===== config.mk =====
export PLATFORM = sky130hd
export DESIGN_NAME = dma_irq_ctl
export DESIGN_NICKNAME = d
export VERILOG_FILES = /design/src/rtl/dirq_pkg.sv /design/src/rtl/dirq_cfg.sv /design/src/rtl/dirq_rise.sv /design/src/rtl/dirq_pend.sv /design/src/rtl/dma_irq_ctl.sv
export SDC_FILE = /design/constraint.sdc
export NUM_CORES = 1
export LEC_CHECK = 0
export ABC_AREA = 1
export BUFFER_PORTS_ARGS = -buffer_cell sky130_fd_sc_hd__clkbuf_2
export CORE_AREA = 2 2 39 41
export CTS_CLUSTER_SIZE = 20
export DETAILED_ROUTE_END_ITERATION = 8
export DIE_AREA = 0 0 41 43
export GPL_TIMING_DRIVEN = 0
export MAX_ROUTING_LAYER = met4
export PLACE_DENSITY = 0.6
export SLEW_MARGIN = 15
export SYNTH_ARGS = -nofsm -noshare
export SYNTH_HDL_FRONTEND = slang
export SYNTH_HIERARCHICAL = 1
export SYNTH_SLANG_ARGS = --single-unit

===== constraint.sdc =====
create_clock -name clk -period 1.26 [get_ports clk]
set_input_delay 0.252 -clock clk [delete_from_list [all_inputs] [get_ports clk]]
set_output_delay 0.252 -clock clk [all_outputs]
set_load 0.005 [all_outputs]

===== src/rtl/dirq_pkg.sv =====
package dirq_pkg;
    localparam int unsigned REG_W    = 8;
    localparam int unsigned LVL_W    = 3;
    localparam int unsigned EN_POS   = 3;
    localparam int unsigned PEND_POS = 7;
endpackage


===== src/rtl/dirq_cfg.sv =====
module dirq_cfg #(
    parameter int unsigned LVL_W = 3
) (
    input  logic             clk,
    input  logic             rst_n,
    input  logic             wr_en,
    input  logic [LVL_W-1:0] wr_lvl,
    input  logic             wr_enable,
    output logic [LVL_W-1:0] lvl_q,
    output logic             en_q,
    output logic             dis_wr
);
    typedef struct packed {
        logic [LVL_W-1:0] lvl;
        logic             en;
    } cfg_t;

    cfg_t cfg_d, cfg_q;

    always_comb begin
        cfg_d = cfg_q;
        if (wr_en) begin
            cfg_d.lvl = wr_lvl;
            cfg_d.en  = wr_enable;
        end
    end

    always_ff @(posedge clk) begin
        if (!rst_n) cfg_q <= '0;
        else        cfg_q <= cfg_d;
    end

    assign lvl_q  = cfg_q.lvl;
    assign en_q   = cfg_q.en;
    assign dis_wr = wr_en & ~wr_enable;
endmodule


===== src/rtl/dirq_rise.sv =====
module dirq_rise (
    input  logic clk,
    input  logic rst_n,
    input  logic cond,
    output logic rise
);
    typedef struct packed {
        logic prev;
    } rise_t;

    rise_t st_d, st_q;

    always_comb begin
        st_d      = st_q;
        st_d.prev = cond;
    end

    always_ff @(posedge clk) begin
        if (!rst_n) st_q <= '0;
        else        st_q <= st_d;
    end

    assign rise = cond & ~st_q.prev;
endmodule


===== src/rtl/dirq_pend.sv =====
module dirq_pend (
    input  logic clk,
    input  logic rst_n,
    input  logic rise,
    input  logic clr_w1,
    input  logic dis_wr,
    output logic pend_q
);
    typedef struct packed {
        logic pend;
    } pend_t;

    pend_t st_d, st_q;

    // Disable wins over everything; a new edge wins over write-1-to-clear.
    always_comb begin
        st_d = st_q;
        if (dis_wr)      st_d.pend = 1'b0;
        else if (rise)   st_d.pend = 1'b1;
        else if (clr_w1) st_d.pend = 1'b0;
    end

    always_ff @(posedge clk) begin
        if (!rst_n) st_q <= '0;
        else        st_q <= st_d;
    end

    assign pend_q = st_q.pend;
endmodule


===== src/rtl/dma_irq_ctl.sv =====
module dma_irq_ctl
    import dirq_pkg::*;
#(
    parameter int unsigned DATA_W = REG_W,
    parameter int unsigned LW     = LVL_W
) (
    input  logic              clk,
    input  logic              rst_n,
    input  logic              wr_en,
    input  logic [DATA_W-1:0] wr_data,
    output logic [DATA_W-1:0] rd_data,
    input  logic              dma_done,
    output logic [LW-1:0]     irq_level
);
    logic [LW-1:0] lvl_q;
    logic          en_q;
    logic          dis_wr;
    logic          edge_hit;
    logic          pend_q;
    logic          clr_w1;

    assign clr_w1 = wr_en & wr_data[PEND_POS];

    dirq_cfg #(.LVL_W(LW)) u_cfg (
        .clk       (clk),
        .rst_n     (rst_n),
        .wr_en     (wr_en),
        .wr_lvl    (wr_data[LW-1:0]),
        .wr_enable (wr_data[EN_POS]),
        .lvl_q     (lvl_q),
        .en_q      (en_q),
        .dis_wr    (dis_wr)
    );

    dirq_rise u_rise (
        .clk   (clk),
        .rst_n (rst_n),
        .cond  (en_q & dma_done),
        .rise  (edge_hit)
    );

    dirq_pend u_pend (
        .clk    (clk),
        .rst_n  (rst_n),
        .rise   (edge_hit),
        .clr_w1 (clr_w1),
        .dis_wr (dis_wr),
        .pend_q (pend_q)
    );

    always_comb begin
        rd_data           = '0;
        rd_data[LW-1:0]   = lvl_q;
        rd_data[EN_POS]   = en_q;
        rd_data[PEND_POS] = pend_q;
    end

    assign irq_level = (pend_q && (lvl_q != '0)) ? lvl_q : '0;
endmodule


* Word level (Yosys, flattened, before mapping) *
Cells that the tools add are included.
Widths: inputs -> output; s select.

word-level totals
  output and inout port bits = 11
  word-level logic and storage cells = 18
  input port bits = 12
  bits in registers = 6

operators by class
  multiplexer cells = 3
  reduce and logical (&&, ||, !) cells = 4
  bitwise gates (word level) = 7

operator list
  cell               count
  $and 1x1->1        4
  $mux 3             1
  $not 1->1          3
  $reduce_bool 3->1  1
  $mux 1             2
  $reduce_bool 2->1  1
  $reduce_or 2->1    1
  $logic_and 1x1->1  1

* Logic depth before layout (Yosys ltp) *
  depth in word-level cells = 3
  gate-level depth with buffers = 6
  gate-level depth less buffers = 6

* Hierarchy *
The synthesis kept the hierarchy.

modules (own cells, without submodules)
  module       cells each  area each (um^2)  times used  sequential area each (um^2)
  dirq_cfg     26          177.7             1           80.1
  dma_irq_ctl  20          96.3              1           0.0
  dirq_pend    7           47.5              1           20.0
  dirq_rise    5           37.5              1           20.0

* Worst setup path before layout *
Ideal clock, no wire load.

  kind = register to output
  from = register u_cfg.cfg_q, in the netlist u_cfg/lvl_q[0]
  to = output irq_level[1]
  setup slack = 0.417 ns
  data required time = 1.008 ns
  arrival = 0.591 ns
  buffers on the path = 0
  stages on the path, launching flop included = 5
  cell sequence = dfxtp_1 > nor2_1 > nand2_1 > nand2_1 > nor2_2

between the ends
  cells in the longest elaborated chain, start to end = 3

RTL lines
  what                    RTL line           source
  from (decl)             dirq_cfg.sv:18     cfg_t cfg_d, cfg_q;
  from (signal assigned)  dirq_cfg.sv:30     else cfg_q <= cfg_d;
  $reduce_bool 3->1       dma_irq_ctl.sv:58  assign irq_level = (pend_q && (lvl_q != '0)) ? lvl_q : '0;
  $logic_and 1x1->1       dma_irq_ctl.sv:58
  $mux 3                  dma_irq_ctl.sv:58
  to (decl)               dma_irq_ctl.sv:13  output logic [LW-1:0] irq_level

Every way passes these cells.

* Final worst setup path *
Ends and elaborated chain as after synthesis.

==> results_dict.tcl <==
set metrics [dict create \
    status "finished, final reports clean" \
    worstRegToRegCells 6 \
    cp.depth 5 \
    drt-total-wl_um 621 \
    path_max_fanout 4 \
    rows 14 \
    skew_ns 0.0000794 \
    path_clk_slew_ns 0.04 \
    powerDensity_nw_per_um2 947 \
    drc 0 \
    hp-class "primary input to register" \
    synth_seq_area_share_pct 33.4 \
    num_vias 348 \
    io_pins 23 \
    grtUsageTotal_pct 9.27 \
    synthesis.area_sq_um 359 \
    final_util_pct 35.6 \
    path_cells "nor2_1, nand2_1, nand2_1, nor2_2, clkbuf_2" \
    fmaxAchievable_mhz 859 \
    synth-seq-cells 6 \
    synth_top_area_share_pct 33.4 \
    gp_congestion 0.648 \
    critPathLaunchType "register" \
    cts_root_buffer "clkbuf_4" \
    antenna_left 0 \
    htreeDepth 1 \
    fillCellCount 163 \
    nNetsFinal 93 \
    rr_startpoint "u_cfg/en_q" \
    path_delay_family "flip-flops" \
    finalCriticalPeriod_ns 1.16 \
    io_buffers 16 \
    area_growth_pct 37.3 \
    synthDistinctLibCells 10 \
    die-area_sq_um 1760 \
    p_leak_uw 0.000328 \
    via_per_inst 3.66 \
    first_pass_iters 4 \
    max-vdd-ir-drop_v 0.000454 \
    avgSynthCellArea_sq_um 6.19 \
    grt_pass1_vias 289 \
    yosys_warnings 6 \
    tns_ns 0 \
    drv_cap 0 \
    cts_tree "built" \
    drive_above_1_share_pct 40.5 \
    r2r-end "u_pend/pend_q" \
    critPathArrivalTime_ns 0.91 \
    crit_path_end_kind "output port" \
    grt_setup_unrepaired "no" \
    antenna_found_initial 0 \
    path_common_cell "nand2_1" \
    finalMaxSlewViolations 0 \
    hold_buffers 0 \
    start_util_pct 25.9 \
    hpwl_um 485 \
    design_area_sq_um 493 \
    worstHoldPathCells 5 \
    mostFrequentLayoutCells "16 x inv_1, 16 x nand2_1, 16 x clkbuf_2" \
    dpl_cell_area_sq_um 467 \
    finalCritPeriodShare_pct 92.4 \
    avgRoutedWirePerCell_um 6.54 \
    cts-buffers-inserted 3 \
    synth_area_leaders "dfxtp_1 33%, inv_1 17%, nand2_1 17%" \
    drtIter0Drc 1 \
    die_y_um 43 \
    cp_data_required_time_ns 1.01 \
    cts_num_sinks 6 \
    grt_overflow 0 \
    cp-startpoint "u_cfg/lvl_q[0]" \
    finalSetupViolCount 0 \
    clockBufferDepth 2 \
    post_cts_buffers 0 \
    crit_type "register to output port" \
    critPathCapture "irq_level[1]" \
    finalPower_uw 467 \
    fin_hold_ws_ns 0.277 \
    worstSkewPairLatency_ns 0.24 \
    diodes 0 \
    crit_path_max_incr_delay_ns 0.34 \
    slowest_stage "dfxtp_2" \
    yosys.area.top_type "dfxtp_1" \
    grt_max_degree 9 \
    syn_inst 58 \
    die_w_um 41 \
    grt_pass1_wl_um 1030 \
    post_cts_resized 0 \
    ff2ff_setup_slack_ns 0.45 \
    core_sq_um 1380 \
    path_buf_inv 1 \
    finalHoldViolations 0 \
]
-- sequential cells by signal, summed over array words and instances (netlist names) --
name	count
u_cfg/en_q	1
u_rise/st_q	1
u_cfg/lvl_q	3
u_pend/pend_q	1
-- synth_stat cells --
cell and number:
conb_1 1, inv_1 16, nor2_2 2, a21oi_2 1
nand2_4 1, nand2_1 16, buf_4 5, buf_6 1
nor2_1 9, dfxtp_1 6
-- per-layer routing --
metal  global-route usage [%]  wire (um)  up-vias
li1                         -          -      191
met1                     7.42        237      141
met2                     15.3        308       16
met3                     7.85         74        0
met4                     2.00          0        0
met5                        -          0        -
-- stage by stage --
| step | std cells | setup slack [ns] |
|---|---|---|
| after floorplan | 60 | 0.417 |
| after global placement | 92 | 0.327 |
| after detailed placement | 92 | 0.310 |
| after CTS | 95 | 0.0236 |
| after global routing | 95 | 0.00474 |
| final | 95 | 0.0954 |
-- area by class of cell --
class                      instances  area, sq um  area share, %
inverter                          16         60.1           12.2
multi-input combinational         32          138           27.9
buffer                             6         48.8           9.90
sequential                         6          124           25.1
clock buffer                       3         22.5           4.57
timing repair buffer              16         80.1           16.2
tap                               16         20.0           4.06
-- report_power, final --
group	internal (uW)	leakage, uW	switching [uW]
sequential	203	0.0000504	9.54
combinational	43.4	0.000264	38.5
clock	107	0.0000138	64.8
total	354	0.000328	113
-- kinds of logic after synthesis --
group	after synthesis	share of synthesized area [%]
DFF	6	33.5
and+or+nand+nor	28	32.8
buffers and inverters	22	30.3
AOI/OAI and AO/OA	1	2.44
other	1	1.04
-- worst register-to-register path, delay by kind of cell (launching register included) --
kind                   cells  cell delay (ns)
AO/OA/AOI/OAI              1             0.11
AND/OR/NAND/NOR            2             0.14
buffers and inverters      3             0.16
flip-flops                 1             0.34
-- worst min-delay path by stage --
stage                from        endpoint
2_1_floorplan       rst_n     u_rise/st_q
3_3_place_gp   u_cfg/en_q      u_cfg/en_q
3_5_place_dp   u_cfg/en_q      u_cfg/en_q
4_1_cts        wr_data[1]  u_cfg/lvl_q[1]
5_1_grt             rst_n  u_cfg/lvl_q[2]
6_report       wr_data[1]  u_cfg/lvl_q[1]
(Power assumes the default switching activity.)
